File: src/rtl/rpir_pkg.sv
package rpir_pkg;
  parameter int unsigned RP_N   = 8;
  localparam int unsigned RP_IDW = $clog2(RP_N);
  localparam int unsigned RP_PW  = RP_IDW + 1;
  parameter int unsigned RP_CASCADE = 2;

  // offset of the first set bit when scanning from base; RP_N means none
  function automatic logic [RP_PW-1:0] rp_scan(input logic [RP_N-1:0] v,
                                               input logic [RP_IDW-1:0] b);
    logic [RP_PW-1:0]  r;
    logic [RP_IDW-1:0] k;
    r = RP_PW'(RP_N);
    for (int p = RP_N - 1; p >= 0; p--) begin
      k = RP_IDW'(p) + b;
      if (v[k]) r = RP_PW'(p);
    end
    return r;
  endfunction

  // convert a rank offset back into a line number
  function automatic logic [RP_IDW-1:0] rp_rot(input logic [RP_PW-1:0] off,
                                               input logic [RP_IDW-1:0] b);
    logic [RP_IDW-1:0] s;
    s = off[RP_IDW-1:0] + b;
    return s;
  endfunction
endpackage

File: src/rtl/rpir_scan.sv
module rpir_scan
  import rpir_pkg::*;
(
  input  logic [RP_N-1:0]   vec,
  input  logic [RP_IDW-1:0] base,
  output logic [RP_PW-1:0]  off
);
  always_comb off = rp_scan(vec, base);
endmodule

File: src/rtl/rpir_req_latch.sv
module rpir_req_latch
  import rpir_pkg::*;
(
  input  logic            clk,
  input  logic            rst_n,
  input  logic [RP_N-1:0] irq_in,
  input  logic [RP_N-1:0] trig,
  input  logic [RP_N-1:0] ack_clr,
  output logic [RP_N-1:0] irr
);
  logic [RP_N-1:0] prev;

  for (genvar i = 0; i < RP_N; i++) begin : g_bit
    always_ff @(posedge clk) begin
      if (!rst_n) begin
        irr[i]  <= 1'b0;
        prev[i] <= 1'b0;
      end else if (!irq_in[i]) begin
        irr[i]  <= 1'b0;
        prev[i] <= 1'b0;
      end else begin
        prev[i] <= 1'b1;
        if (trig[i])          irr[i] <= 1'b1;
        else if (ack_clr[i])  irr[i] <= 1'b0;
        else if (!prev[i])    irr[i] <= 1'b1;
      end
    end


    level_follow_chk: assert property (@(posedge clk) disable iff (!rst_n)
      (trig[i] && irq_in[i]) |=> irr[i]);

    low_clear_chk: assert property (@(posedge clk) disable iff (!rst_n)
      !irq_in[i] |=> !irr[i]);
  end
endmodule

File: src/rtl/rpir_service.sv
module rpir_service
  import rpir_pkg::*;
(
  input  logic              clk,
  input  logic              rst_n,
  input  logic              ack_fire,
  input  logic [RP_IDW-1:0] ack_id,
  input  logic              aeoi_en,
  input  logic              aeoi_rotate,
  input  logic              eoi_req,
  input  logic              eoi_rotate,
  input  logic [RP_PW-1:0]  eoi_off,
  output logic [RP_N-1:0]   isr,
  output logic [RP_IDW-1:0] base
);
  logic              eoi_hit;
  logic [RP_IDW-1:0] eoi_id;
  logic [RP_N-1:0]   isr_clr, isr_set;
  logic              ack_rot, eoi_rot;
  logic [RP_N-1:0]   isr_n;
  logic [RP_IDW-1:0] base_n;

  always_comb begin
    eoi_hit = eoi_req && (eoi_off != RP_PW'(RP_N));
    eoi_id  = rp_rot(eoi_off, base);
    isr_clr = eoi_hit ? (RP_N'(1) << eoi_id) : '0;
    isr_set = (ack_fire && !aeoi_en) ? (RP_N'(1) << ack_id) : '0;
    ack_rot = ack_fire && aeoi_en && aeoi_rotate;
    eoi_rot = eoi_hit && eoi_rotate;
    isr_n   = (isr & ~isr_clr) | isr_set;
    if (ack_rot)      base_n = ack_id + 1'b1;
    else if (eoi_rot) base_n = eoi_id + 1'b1;
    else              base_n = base;
  end

  always_ff @(posedge clk) begin
    if (!rst_n) begin
      isr  <= '0;
      base <= '0;
    end else begin
      isr  <= isr_n;
      base <= base_n;
    end
  end


  ack_set_chk: assert property (@(posedge clk) disable iff (!rst_n)
    (ack_fire && !aeoi_en) |=> isr[$past(ack_id)]);

  aeoi_rotate_chk: assert property (@(posedge clk) disable iff (!rst_n)
    ack_rot |=> (base == RP_IDW'($past(ack_id) + 1)));

  eoi_clear_chk: assert property (@(posedge clk) disable iff (!rst_n)
    (eoi_hit && !ack_fire) |=> ($countones(isr) == $countones($past(isr)) - 1));
endmodule

File: src/rtl/rot_prio_resolver.sv
module rot_prio_resolver
  import rpir_pkg::*;
(
  input  logic              clk,
  input  logic              rst_n,
  input  logic [RP_N-1:0]   irq_in,
  input  logic              trig_wr,
  input  logic [RP_N-1:0]   trig_data,
  input  logic              mask_wr,
  input  logic [RP_N-1:0]   mask_data,
  input  logic              nested_mode,
  input  logic              aeoi_en,
  input  logic              aeoi_rotate,
  input  logic              ack,
  input  logic              eoi_req,
  input  logic              eoi_rotate,
  output logic              irq_out,
  output logic [RP_IDW-1:0] win_id
);
  logic [RP_N-1:0]   trig, imr, irr, isr, cand, isr_cmp, ack_clr;
  logic [RP_IDW-1:0] base, live_id;
  logic [RP_PW-1:0]  cand_off, cmp_off, full_off;
  logic              live_valid, ack_fire;

  // trigger select survives reset on purpose
  always_ff @(posedge clk) begin
    if (trig_wr) trig <= trig_data;
  end

  always_ff @(posedge clk) begin
    if (!rst_n)       imr <= '0;
    else if (mask_wr) imr <= mask_data;
  end

  always_comb begin
    cand    = irr & ~imr;
    isr_cmp = nested_mode ? (isr & ~(RP_N'(1) << RP_CASCADE)) : isr;
  end

  rpir_scan u_cand_scan (.vec(cand),    .base(base), .off(cand_off));
  rpir_scan u_cmp_scan  (.vec(isr_cmp), .base(base), .off(cmp_off));
  rpir_scan u_full_scan (.vec(isr),     .base(base), .off(full_off));

  always_comb begin
    live_valid = cand_off < cmp_off;
    live_id    = rp_rot(cand_off, base);
    ack_fire   = ack && live_valid;
    ack_clr    = ack_fire ? (RP_N'(1) << live_id) : '0;
  end

  rpir_req_latch u_latch (
    .clk(clk), .rst_n(rst_n), .irq_in(irq_in), .trig(trig),
    .ack_clr(ack_clr), .irr(irr)
  );

  rpir_service u_svc (
    .clk(clk), .rst_n(rst_n), .ack_fire(ack_fire), .ack_id(live_id),
    .aeoi_en(aeoi_en), .aeoi_rotate(aeoi_rotate), .eoi_req(eoi_req),
    .eoi_rotate(eoi_rotate), .eoi_off(full_off), .isr(isr), .base(base)
  );

  always_ff @(posedge clk) begin
    if (!rst_n) begin
      irq_out <= 1'b0;
      win_id  <= '0;
    end else begin
      irq_out <= live_valid;
      win_id  <= live_valid ? live_id : '0;
    end
  end


  none_quiet_chk: assert property (@(posedge clk) disable iff (!rst_n)
    (cand == '0) |=> (!irq_out && win_id == '0));

  mask_block_chk: assert property (@(posedge clk) disable iff (!rst_n)
    (mask_wr && mask_data == '1) |=> !ack_fire);
endmodule

File: config.mk
export PLATFORM = sky130hd
export DESIGN_NAME = rot_prio_resolver
export DESIGN_NICKNAME = d
export VERILOG_FILES = /design/src/rtl/rpir_pkg.sv /design/src/rtl/rpir_scan.sv /design/src/rtl/rpir_req_latch.sv /design/src/rtl/rpir_service.sv /design/src/rtl/rot_prio_resolver.sv
export SDC_FILE = /design/constraint.sdc
export NUM_CORES = 1
export LEC_CHECK = 0
export CORE_ASPECT_RATIO = 1.4
export CORE_MARGIN = 2
export CORE_UTILIZATION = 49
export CTS_CLUSTER_DIAMETER = 200
export DETAILED_ROUTE_END_ITERATION = 10
export DONT_BUFFER_PORTS = 1
export GPL_TIMING_DRIVEN = 0
export HOLD_SLACK_MARGIN = 0.1
export PLACE_DENSITY = 0.66
export SLEW_MARGIN = 5
export SYNTH_ARGS = -nofsm -noshare
export SYNTH_HDL_FRONTEND = slang
export SYNTH_SLANG_ARGS = --single-unit
File: constraint.sdc
create_clock -name clk -period 5.05 [get_ports clk]
set_input_delay 0.2525 -clock clk [delete_from_list [all_inputs] [get_ports clk]]
set_output_delay 0.2525 -clock clk [all_outputs]
set_load 0.05 [all_outputs]
Word level (Yosys, flattened, before mapping):

Index checks and enable logic that the tools add are counted.
Widths: inputs -> output; s select.

* register bits after elaboration: 47
* input bits: 34
* output and inout port bits: 4
* logic and storage cells: 185

* add/sub/neg operators: 11
* $lt $le $gt $ge: 9
* eq/ne operators: 9
* shift-type cells: 2
* mux-type cells: 110
* bitwise operators: 5
* reduce and logical (&&, ||, !) cells: 17

Operators by type and width (number)
* $mux 4: 24
* $bmux 1 s3: 24
* $mux 1: 56
* $lt 3x4->1 const B: 8
* $mux 8: 3
* $ne 3x3->1 const B: 8
* $reduce_and 2->1: 9
* $and 8x8->8: 2
* $not 8->8: 2
* $shl 1x3->8 const A: 2
* $add 3x3->3 const A: 4
* $mux 3: 3
* $or 8x8->8: 1
* $add 2x3->3 const A: 2
* $add 3x1->3 const B: 2
* $add 3x3->3: 2
* $logic_and 1x1->1: 6
* $lt 4x4->1: 1
* $ne 4x4->1 const B: 1
* $add 1x3->3 const A: 1
* $reduce_bool 2->1: 1
* $logic_not 1->1: 1

Depth between registers and ports, before layout:

Gate-level depths: netlist of the first run.

* word-level depth: 17
* gate-level depth with buffers: 24
* depth with buffers taken out: 21

Cells and area by module:

From an unflattened synthesis of the first run, not the netlist that was laid out.

* cell total of the unflattened synthesis: 395
* area total of the unflattened synthesis: 4215.3 um^2

By module, submodules not included
* rpir_scan: instances 3, cells each 63, area each 688.2 um^2, seq. area each 0.0 um^2
* rot_prio_resolver: instances 1, cells each 80, area each 923.4 um^2, seq. area each 480.5 um^2
* rpir_service: instances 1, cells each 69, area each 655.6 um^2, seq. area each 220.2 um^2
* rpir_req_latch: instances 1, cells each 57, area each 571.8 um^2, seq. area each 320.3 um^2

Worst setup path after synthesis of the first run:

No wires, ideal clock.

* path type: reg2reg
* start point: reg u_svc.base[1]
* end point: reg u_svc.base[2]
* setup time: 0.088 ns
* arrival: 4.726 ns
* required time: 4.962 ns
* slack: 0.236 ns
* stages on the path, launching flop included: 22
* buffers on the path: 3
* clock period less this slack: 4.814 ns
* path through: dfxtp_1 buf_2 buf_2 inv_1 ha_1 buf_2 mux4_2 nor2b_1 o21ai_0 nand2_1 and3_1 ha_1 nand3_1 a2111oi_0 nor4_2 o21ai_0 ha_1 xor2_1 xnor2_1 nand2_1 xor2_1 o31ai_1

* longest elaborated chain between the ends: 16
* elaborated cells between the ends (all ways): 93
* classes of those cells: 11 x add/sub; 1 x order compare; 1 x eq/ne; 74 x mux; 6 x reduce/logical

Ends and longest elaborated chain
* start: declaration: RTL line rpir_service.sv:14 `output logic [RP_IDW-1:0] base`
* start signal: assignment: RTL line rpir_service.sv:42 `base <= base_n;`
* branches (longest 16 deep; another with $add 3x3->3)

Several ways; the timed one is not identified. The select of a mux whose other input is x is not followed.
A chain may end at the register's enable or synchronous reset.

Worst setup path in the final report of the first run:

Same ends and word-level chain as after synthesis.

==> metrics.md, run 1 <==
| Metric | Value |
|---|---|
| CTS sink count | `47` |
| RSZ-0062 raised after global routing | `false` |
| Final Core Density | `slightly below 60%` |
| RePlAce Congestion | `0.799` |
| Worst r2r src | `u_svc.base[1]` |
| Initial DRC Count | `around 120` |
| Power per cell area | `about 740 nW/um^2` |
| Area contributors post-synth | `dfxtp_1 24%, edfxtp_1 7.5%, mux4_2 7.0%` |
| Routed Antenna Nets | `0` |
| Maximum fanout along the worst path | `10` |
| Pwr Total | `between 2000 and 3000 uW` |
| Die W | `72.4 um` |
| Sequential fraction of the synthesis area | `31.8%` |
| R2R Path End | `u_svc.base[2]` |
| DR pass1 iterations | `4` |
| Post-route DRC | `0` |
| Hpwl dp | `6.02 mm` |
| Initial antenna violation count | `0` |
| Ys async rst share | `0%` |
| CTS tree | `done` |
| Dpl cell area | `roughly 3300 um^2` |
| Via/cell ratio | `6.13` |
| Final instance area | `roughly 3600 um^2` |
| Global route overflow | `0` |
| Max-cap viol count | `0` |
| Max Slew Vio Count | `0` |
| Synthesized area | `around 3200 um^2` |
| Synth Flop Type | `dfxtp_1` |
| Final critical-path share of the clock period | `about 93%` |
| Total Routed Length | `approximately 7.7 mm` |
| Cts bufs inserted | `5` |
| # setup viols final | `0` |
| First-pass GRT wire length | `around 13 mm` |
| Post-synth top area cell | `dfxtp_1` |
| Slew at the pin with the worst max-slew slack | `between 0.7 and 0.8 ns` |
| Commonest non-fill, non-tap cell in the layout | `dfxtp_1` |
| Critical Path RT | `5.27 ns` |
| Worst r2r path cells | `20` |
| CORE AREA | `6300 um^2` |
| Longest Clk Path Bufs | `2` |
| Synth top area share | `24.3%` |
| Most frequent cells in the layout | `39 x dfxtp_1, 37 x nand2_1, 36 x nor2_1` |
| H-tree depth | `2` |
| Largest net degree at the start of global routing | `15` |
| Synth Net Count | `387` |
| Setup crit end | `u_svc.base[2]` |
| Synth unique cells | `between 60 and 70` |
| Starting Density | `about 51%` |
| Max VDD drop | `about 0.65 mV` |
| Status | `finished, final reports clean` |
| Vias | `2693` |
| Flop2flop setup slack | `about 0.37 ns` |
| Crit start category | `flop` |
| IO buf count | `0` |
| Vias in the first global route | `between 2000 and 3000` |
| Top-level I/O count | `38` |
| P&R area growth vs syn | `13.2%` |
| Final Hold Viols | `0` |
| Final net count | `410` |
| Diode count | `0` |
| CP arrival | `about 4.9 ns` |
| Seq cells post-synth | `between 40 and 50` |
| Worst Setup SP | `u_svc.base[1]` |
| Syn Area/Cell | `just over 9 um^2` |
| Total track usage | `around 23%` |
| Clk_lat worst skew | `about 0.30 ns` |
| Fin crit period | `~4.7 ns` |
| Reg clk slew, reported paths | `about 0.090 ns` |
| Core Rows | `34` |
| Worst relative slew slack | `a little over half` |
| CTS root buf | `clkbuf_8` |
| Setup tns final | `0 ns` |
| Worst hold path type | `in2reg` |
| Number of flops mapped to enable cells by yosys | `8` |
| Worst Hold Depth | `2` |
| WS Path Type | `reg2reg` |
| Lkg Pwr | `between 0.001 and 0.0015 uW` |
| Fraction of layout cells with a size suffix above 1 | `about 17%` |
| Synth Warn # | `0` |
| Overall die area | `just over 7000 um^2` |
| FMAX | `around 0.21 GHz` |
| Die height | `around 100 um` |
| Worst clock skew | `about 0.012 ns` |
| Cells after Synth | `343` |
| Wire length per cell | `approximately 18 um` |
| CP Capture Type | `flop` |
==> area by class of cell <==
class	instances	area, um^2
fillers	560	2660
inverters	14	56.3
repair buffers	16	143
clock buffers	5	68.8
clock inverters	3	15.0
plain buffers	12	95.1
multi-input cells	270	2140
flip-flops and latches	47	1020
well taps	72	90.1
==> synth_stat cells (3+ instances only) <==
| cell | count |
|---|---|
| a21oi_1 | 12 |
| nor3_1 | 4 |
| xor2_1 | 5 |
| dfxtp_1 | 39 |
| clkbuf_1 | 3 |
| o211ai_1 | 10 |
| o21ai_0 | 19 |
| and3_1 | 3 |
| nor2b_1 | 4 |
| mux2_2 | 9 |
| nand3_1 | 10 |
| ha_1 | 8 |
| inv_1 | 13 |
| edfxtp_1 | 8 |
| mux2i_1 | 12 |
| o21ai_1 | 4 |
| mux4_2 | 10 |
| nand2b_1 | 18 |
| nand2_1 | 37 |
| xnor2_1 | 7 |
| mux4_1 | 7 |
| buf_2 | 4 |
| nor2_1 | 36 |
| and2_1 | 10 |
==> state kept, by name, summed over array words and instances, names as in the netlist <==
register / count
imr: 8
irq_out: 1
trig: 8
u_latch.irr: 8
u_latch.prev: 8
u_svc.base: 3
u_svc.isr: 8
win_id: 3
==> power breakdown <==
group          leakage [uW]  internal (uW)  total, uW  switching (uW)
Sequential         0.000400            447        538            91.3
Combinational      0.000961            825       1930            1110
Clock             0.0000477           94.7        210             116
Total               0.00141           1370       2680            1320
==> worst min path at each step <==
stage	from	end	slack (ns)
finish	mask_data[3]	imr[3]	0.11
global route	mask_data[3]	imr[3]	0.11
CTS	mask_data[3]	imr[3]	0.11
detailed placement	trig_data[4]	trig[4]	0.35
global placement	trig_data[5]	trig[5]	0.35
floorplan	trig_data[0]	trig[0]	0.35
==> per-stage QoR <==
step,std cells,worst slack [ns],hold slack (ns)
6_report,439,0.375,0.113
5_1_grt,439,0.00760,0.106
4_1_cts,436,0.0525,0.106
3_5_place_dp,415,-0.820,0.351
3_3_place_gp,415,-0.705,0.351
2_1_floorplan,343,0.236,0.351
==> routing by layer <==
layer | wire length [um] | track usage, %
met5 | 0 | 0
met4 | 325 | 11.4
met3 | 257 | 2.94
met2 | 4040 | 40.9
met1 | 3090 | 25.6
==> cell families (layout without fill, tap and decap cells) <==
group	Yosys count	after routing	share of synthesized area [%]
simple gates	139	139	22.2
compound gates	70	70	14.3
flops	47	47	31.8
mux	38	38	19.6
buf+inv	26	50	3.90
xor+xnor	13	13	3.78
fa+ha+maj	10	10	4.37
==> critical path, cell delays in order, from the launching register on <==
cell and delay (ns):
dfxtp_1 0.35, buf_6 0.15, buf_8 0.16, clkinvlp_4 0.13
ha_4 0.31, buf_6 0.14, mux4_2 0.51, nor2b_1 0.17
a31oi_1 0.35, ha_1 0.32, a21o_1 0.18, a21o_1 0.21
nor4_4 0.26, buf_4 0.18, mux2i_1 0.19, ha_2 0.23
xor2_2 0.14, xnor2_1 0.13, nand2_1 0.08, xor2_1 0.14
o31ai_1 0.23
==> repair_timing <==
| action | CTS | global route |
|---|---|---|
| hold buffers | 9 | 0 |
| cloned | 0 | 0 |
| pin swaps | 2 | 5 |
| resized for setup | 10 | 18 |
| hold endpoints to repair | 16 | 0 |
| buffers inserted | 4 | 3 |
| setup endpoints to repair | 2 | 1 |
(Power assumes the default switching activity.)
==> inputs of run 2 (changes only) <==
--- a/config.mk
+++ b/config.mk
@@ -10,2 +10,3 @@
 export CORE_UTILIZATION = 49
+export CTS_BUF_LIST = sky130_fd_sc_hd__clkbuf_4 sky130_fd_sc_hd__clkbuf_8 sky130_fd_sc_hd__clkbuf_16
 export CTS_CLUSTER_DIAMETER = 200
==> constraint.sdc (replaced) <==
create_clock -name clk -period 5.05 [get_ports clk]
set_input_delay 1.2625 -clock clk [delete_from_list [all_inputs] [get_ports clk]]
set_output_delay 1.2625 -clock clk [all_outputs]
set_load 0.05 [all_outputs]
==> metrics.md, run 2 (synthesis gave the netlist of run 1 again) <==
| Metric | Value |
|---|---|
| Most frequent cells in the layout | `39 x dfxtp_1, 37 x nand2_1, 36 x nor2_1` |
| Starting Density | `51.0% (unchanged)` |
| Via/cell ratio | `6.13 (about the same)` |
| Final Hold Viols | `0 (unchanged)` |
| Slew at the pin with the worst max-slew slack | `0.721 ns (+0.00680 ns)` |
| Dpl cells | `415 (unchanged)` |
| WS Path Type | `reg2reg` |
| Worst r2r path cells | `20 (unchanged)` |
| Die height | `99.8 um (unchanged)` |
| Clk_lat worst skew | `0.30 ns (about the same)` |
| Hold Startpoint | `u_latch.prev[4]` |
| CTS sink count | `47 (unchanged)` |
| Fin crit period | `4.67 ns (-0.00731 ns)` |
| Pwr Total | `2670 uW (-0.44%)` |
| Max-cap viol count | `0 (unchanged)` |
| Critical Path RT | `5.27 ns (about the same)` |
| Finished Layout Cells | `430 (-2.1%)` |
| Overall die area | `7220 um^2 (unchanged)` |
| CP Capture Type | `flop` |
| Worst hold path type | `reg2reg` |
| Status | `finished, final reports clean` |
| Top-level I/O count | `38 (unchanged)` |
| Vias | `2637 (-2.1%)` |
| Power per cell area | `754 nW/um^2 (+2.1%)` |
| Vias in the first global route | `2560 (-2.2%)` |
| Max VDD drop | `0.657 mV (+0.36%)` |
| DR pass1 iterations | `4 (unchanged)` |
| Routed Antenna Nets | `0 (unchanged)` |
| Die W | `72.4 um (unchanged)` |
| Worst relative slew slack | `51.6% (-0.46 points)` |
| H-tree depth | `2 (unchanged)` |
| Worst clock skew | `0.0129 ns (+0.000536 ns)` |
| Longest Clk Path Bufs | `2 (unchanged)` |
| IO buf count | `0 (unchanged)` |
| CTS root buf | `clkbuf_8` |
| Total Routed Length | `7.58 mm (-1.6%)` |
| Cts bufs inserted | `5 (unchanged)` |
| CP arrival | `4.89 ns (about the same)` |
| # hold bufs at CTS | `0 (-9)` |
| Largest net degree at the start of global routing | `15 (unchanged)` |
| Initial antenna violation count | `0 (unchanged)` |
| First-pass GRT wire length | `12.4 mm (-1.4%)` |
| Maximum fanout along the worst path | `10 (unchanged)` |
| Fraction of layout cells with a size suffix above 1 | `17.3% (+0.42 points)` |
| # setup viols final | `0 (unchanged)` |
| Reg clk slew, reported paths | `0.09 ns (about the same)` |
| P&R area growth vs syn | `10.4%` |
| Final net count | `401 (-2.2%)` |
| Total track usage | `22.4% (-0.29 points)` |
| Max Slew Vio Count | `0 (unchanged)` |
| CORE AREA | `6300 um^2 (unchanged)` |
| Worst Setup SP | `u_svc.base[1]` |
| Post-route DRC | `0 (unchanged)` |
| FILL cells | `573 (+2.3%)` |
| Diode count | `0 (unchanged)` |
| Global route overflow | `0 (unchanged)` |
| Wire length per cell | `17.6 um (+0.44%)` |
| Final critical-path share of the clock period | `92.4% (-0.14 points)` |
| Core Rows | `34 (unchanged)` |
| Lkg Pwr | `0.00137 uW (-2.7%)` |
| Commonest non-fill, non-tap cell in the layout | `dfxtp_1` |
| Worst Hold Depth | `3 (+1)` |
| Worst r2r src | `u_svc.base[1]` |
| RePlAce Congestion | `0.799 (unchanged)` |
| Initial DRC Count | `144 (+21%)` |
| RSZ-0062 raised after global routing | `false` |
| Crit start category | `flop` |
| Hpwl dp | `6.02 mm (unchanged)` |
| CTS tree | `done` |
| FMAX | `0.214 GHz (+0.16%)` |
run 2: cell type report:
class	instances	area [um^2]	area share, %
inverter	14	56.3	1.59
buffer	12	95.1	2.68
clock buffer	5	68.8	1.94
tap	72	90.1	2.54
multi-input combinational	270	2140	60.5
clock inverter	3	15.0	0.424
timing repair buffer	7	52.6	1.48
sequential	47	1020	28.8
run 2: where the power goes:
part	switching [uW]	total, uW	internal, uW
Sequential	91.1	538	447
Clock	115	210	94.7
Combinational	1100	1920	820
run 2: worst paths after layout:
check,end,slack [ns]
setup reg to reg,u_svc.base[2],0.38
hold reg to reg,u_latch.irr[4],0.46
setup / recovery,u_svc.base[2],0.38
hold / removal,u_latch.irr[4],0.46
run 2: metal layers:
layer / part of all wire (%) / global-route usage, % / vias to the layer above / wire length (um)
li1: - / - / 1285 / -
met1: 41 / 25.8 / 1266 / 3100
met2: 52 / 40.1 / 69 / 3940
met3: 3.3 / 2.63 / 17 / 251
met4: 3.9 / 11.0 / 0 / 298
met5: 0 / 0 / - / 0
run 2: stage by stage:
stage	hold slack, ns	setup slack (ns)	utilization, %	instance area, um^2	TNS, ns
after floorplan	0.451	0.236	-	3210	0
after global placement	0.459	-0.705	52.4	3300	-0.983
after detailed placement	0.468	-0.820	52.4	3300	-1.19
after CTS	0.472	0.0525	55.0	3460	0
after global routing	0.491	0.00760	56.3	3540	0
final	0.460	0.382	56.3	3540	0
run 2: timing repair:
| item | CTS | global route |
|---|---|---|
| hold endpoints to repair | 0 | 0 |
| setup endpoints to repair | 2 | 1 |
| pin swaps | 2 | 5 |
| gates resized for setup | 10 | 18 |
| setup buffers | 4 | 3 |
run 2: critical path: stages (launching register included):
cell        delay [ns]
dfxtp_1           0.35
buf_6             0.15
buf_8             0.16
clkinvlp_4        0.13
ha_4              0.30
buf_6             0.14
mux4_2            0.51
nor2b_1           0.17
a31oi_1           0.35
ha_1              0.32
a21o_1            0.18
a21o_1            0.21
nor4_4            0.26
buf_4             0.18
mux2i_1           0.19
ha_2              0.23
xor2_2            0.14
xnor2_1           0.13
nand2_1           0.08
xor2_1            0.14
o31ai_1           0.23
==> inputs of run 3 (changes only) <==
SYNTH_HIERARCHICAL = 1   (was default)
==> metrics.md, run 3 <==
| Metric | Value |
|---|---|
| Seq cells post-synth | `47 (unchanged)` |
| Maximum fanout along the worst path | `10 (unchanged)` |
| Dpl cell area | `4350 um^2 (+32%)` |
| Largest stage delay, worst path | `0.56 ns (+0.05 ns)` |
| FILL cells | `760 (+33%)` |
| Max Slew Vio Count | `0 (unchanged)` |
| Largest net degree at the start of global routing | `19 (+4)` |
| Flop2flop setup slack | `0.29 ns (-0.09 ns)` |
| Max VDD drop | `0.303 mV (-54%)` |
| CTS sink count | `47 (unchanged)` |
| Gr busiest metal | `met2` |
| Fin crit period | `4.76 ns (+0.0944 ns)` |
| Top-level I/O count | `38 (unchanged)` |
| Int Power | `1370 uW (+0.82%)` |
| Power per cell area | `547 nW/um^2 (-28%)` |
| Cells after Synth | `395 (+15%)` |
| Worst r2r src | `u_svc/base[0]` |
| WS Path Type | `reg2reg` |
| Post-route DRC | `0 (unchanged)` |
| Sw power | `1100 uW (-16%)` |
| Combinational Power Share | `64.7% (-7.3 points)` |
| Area contributors post-synth | `dfxtp_1 19%, mux4_1 11%, mux2_2 11%` |
| CORE AREA | `8460 um^2 (+34%)` |
| Crit start category | `flop` |
| Most common cell in the netlist | `mux2i_1` |
| Initial DRC Count | `98 (-32%)` |
| CP top delay family | `multiplexers` |
| Commonest non-fill, non-tap cell in the layout | `mux2i_1` |
| CP Capture Type | `flop` |
| Wire length per cell | `18.3 um (+3.6%)` |
| Routed Antenna Nets | `0 (unchanged)` |
| Global route overflow | `0 (unchanged)` |
| Setup tns final | `0 ns (unchanged)` |
| Die height | `114 um (+14%)` |
| Worst Setup SP | `u_svc/base[0]` |
| Final instance area | `4530 um^2 (+28%)` |
| Via/cell ratio | `5.99 (-2.4%)` |
| Longest Clk Path Bufs | `2 (unchanged)` |
| Cts bufs inserted | `5 (unchanged)` |
| CP Cell Sequence | `buf_6, buf_12, inv_1, ha_1, buf_6, mux2_2, mux4_1, nor3_2, a21oi_1, o22ai_2, ha_1, o211ai_1, buf_4, nor2_2, nor2_2, and3_1, mux2_2, ha_1, xor2_1, a21oi_1` |
| Core Rows | `40 (+18%)` |
| Cell mode on critical path | `ha_1` |
| RePlAce Congestion | `0.793 (-0.76%)` |
| RSZ-0062 raised after global routing | `false` |
| Synth Net Count | `443 (+14%)` |
| Synth unique cells | `48 (-24%)` |
| Synth Flop Type | `dfxtp_1` |
| Setup crit end | `u_svc/base[2]` |
| Most frequent cells in the layout | `41 x mux2i_1, 40 x mux2_2, 37 x dfxtp_1` |
| Synth top area share | `18.5% (-5.8 points)` |
| Final Hold Viols | `0 (unchanged)` |
| Critical Path RT | `5.27 ns (about the same)` |
| Worst clock skew | `0.00634 ns (-0.00657 ns)` |
| Final hold slack | `0.415 ns (-0.0447 ns)` |
| Status | `finished, final reports clean` |
| Die W | `82.4 um (+14%)` |
| Met2 GRT Util | `41.3% (+1.3 points)` |
| Lkg Pwr | `0.00188 uW (+37%)` |
| CP max-delay cell | `mux4_1` |
| Pwr Total | `2470 uW (-7.4%)` |
| Clock network fraction of design power | `12.8% (+4.9 points)` |
| Final net count | `451 (+12%)` |
| IO buf count | `0 (unchanged)` |
| Worst r2r path cells | `20 (unchanged)` |
| Met3 Usage GRT | `1.98% (-0.66 points)` |
| Reg clk slew, reported paths | `0.06 ns (-0.03 ns)` |
| Diode count | `0 (unchanged)` |
| Total Routed Length | `9.30 mm (+23%)` |
| Sequential fraction of the synthesis area | `24.2% (-7.6 points)` |
| Initial antenna violation count | `0 (unchanged)` |
| DR pass1 iterations | `4 (unchanged)` |
| R2R Path End | `u_svc/base[2]` |
| Synth Warn # | `6 (+6)` |
| Final Core Density | `53.5% (-2.8 points)` |
| Syn Area/Cell | `10.7 um^2 (+14%)` |
| Synthesized area | `4220 um^2 (+31%)` |
| CP arrival | `4.98 ns (+0.09 ns)` |
| Switching share of total power | `44.5% (-4.5 points)` |
| FMAX | `0.210 GHz (-2.0%)` |
| CTS root buf | `clkbuf_16` |
| Post-synth top area cell | `dfxtp_1` |
| Slew at the pin with the worst max-slew slack | `0.527 ns (-0.194 ns)` |
| Total track usage | `20.6% (-1.8 points)` |
| Clk_lat worst skew | `0.28 ns (-0.02 ns)` |
| Sequential Power Share | `22.5% (+2.3 points)` |
| Max-cap viol count | `0 (unchanged)` |
| H-tree depth | `2 (unchanged)` |
| P&R area growth vs syn | `7.36%` |
| CP bufs+invs | `5 (unchanged)` |
| Worst relative slew slack | `64.8% (+13 points)` |
| Worst hold path type | `reg2reg` |
| # setup viols final | `0 (unchanged)` |
| Vias in the first global route | `3188 (+25%)` |
| First-pass GRT wire length | `15.1 mm (+22%)` |
| Hpwl dp | `7.12 mm (+18%)` |
| Number of flops mapped to enable cells by yosys | `8 (unchanged)` |
| CP Depth | `20 (unchanged)` |
| Fraction of layout cells with a size suffix above 1 | `24.5% (+7.2 points)` |
| Commonest cells in the netlist | `41 x mux2i_1, 40 x mux2_2, 39 x dfxtp_1` |
| Starting Density | `49.8% (-1.1 points)` |
| CTS tree | `done` |
| Overall die area | `9370 um^2 (+30%)` |
| Ys async rst share | `0% (unchanged)` |
| Final critical-path share of the clock period | `94.3% (+1.9 points)` |
| Vias | `3047 (+16%)` |
| Met1 Usage GRT | `21.9% (-3.9 points)` |
run 3: cell count changes in the layout (fill, tap and decap cells not counted), sizes merged, moves of 16 or more:
cell / previous run / this run
mux2: 9 / 46
nand2b: 18 / 0
nor2b: 4 / 25
o21ai: 23 / 6
mux2i: 12 / 41
inv: 13 / 29
run 3: how the worst min path moves through the flow:
stage,slack [ns],from,endpoint,depth (start not counted)
6_report,0.42,u_latch/prev[1],u_latch/irr[1],1
5_1_grt,0.43,u_latch/prev[5],u_latch/irr[5],1
4_1_cts,0.42,u_latch/prev[7],u_latch/irr[7],1
3_5_place_dp,0.41,u_latch/prev[7],u_latch/irr[7],1
3_3_place_gp,0.40,u_latch/prev[7],u_latch/irr[7],1
2_1_floorplan,0.40,u_latch/prev[1],u_latch/irr[1],1
run 3: final cells by class:
type	count	area, um^2	share of cell area [%]
Timing Repair Buffer	1	7.51	0.166
Tap cell	105	131	2.90
Multi-Input combinational cell	304	2940	65.0
Buffer	15	163	3.59
Clock inverter	2	12.5	0.276
Sequential cell	47	1030	22.7
Inverter	29	109	2.41
Clock buffer	6	133	2.93
run 3: metrics by stage:
step / setup WS [ns] / instances
6_report: 0.288 / 509
5_1_grt: 0.0303 / 509
4_1_cts: 0.0682 / 509
3_5_place_dp: -0.416 / 500
3_3_place_gp: -0.372 / 500
2_1_floorplan: 0.399 / 395
run 3: timing repair:
action | in CTS | in global routing
gates resized for setup | 4 | 4
hold buffers | 0 | 0
pin swaps | 1 | 0
buffers inserted | 1 | 0
hold endpoints to repair | 0 | 0
setup endpoints to repair | 7 | 2
run 3: power groups by stage:
stage | clock network [uW] | registers [uW] | logic, uW
2_1_floorplan | 0 | 524 | 1280
3_3_place_gp | 0 | 562 | 1520
3_5_place_dp | 0 | 564 | 1550
4_1_cts | 325 | 557 | 1590
5_1_grt | 339 | 564 | 1760
6_report | 318 | 556 | 1600
run 3: cells by family after synthesis:
kind of cell	count (synthesis)	synth area share (%)
and+or+nand+nor	119	15.3
DFF	47	24.2
buffers and inverters	44	6.44
adders and majority gates	14	4.51
AOI/OAI and AO/OA	49	9.77
xor gates and xnor gates	11	3.09
muxes	111	36.7
run 3: worst reg2reg max path: cells and delay by family, from the launching register on:
family	cells	cell delay, ns
AOI/OAI and AO/OA	4	0.63
xor gates and xnor gates	1	0.16
adders and majority gates	3	0.81
buffers and inverters	5	0.70
DFF	1	0.45
muxes	3	1.29
and+or+nand+nor	4	0.66
run 3: per-layer routing:
layer	wire, um	vias to the layer above
met1	3570	1491
li1	-	1497
met3	193	7
met5	0	-
met2	5460	52
met4	78	0
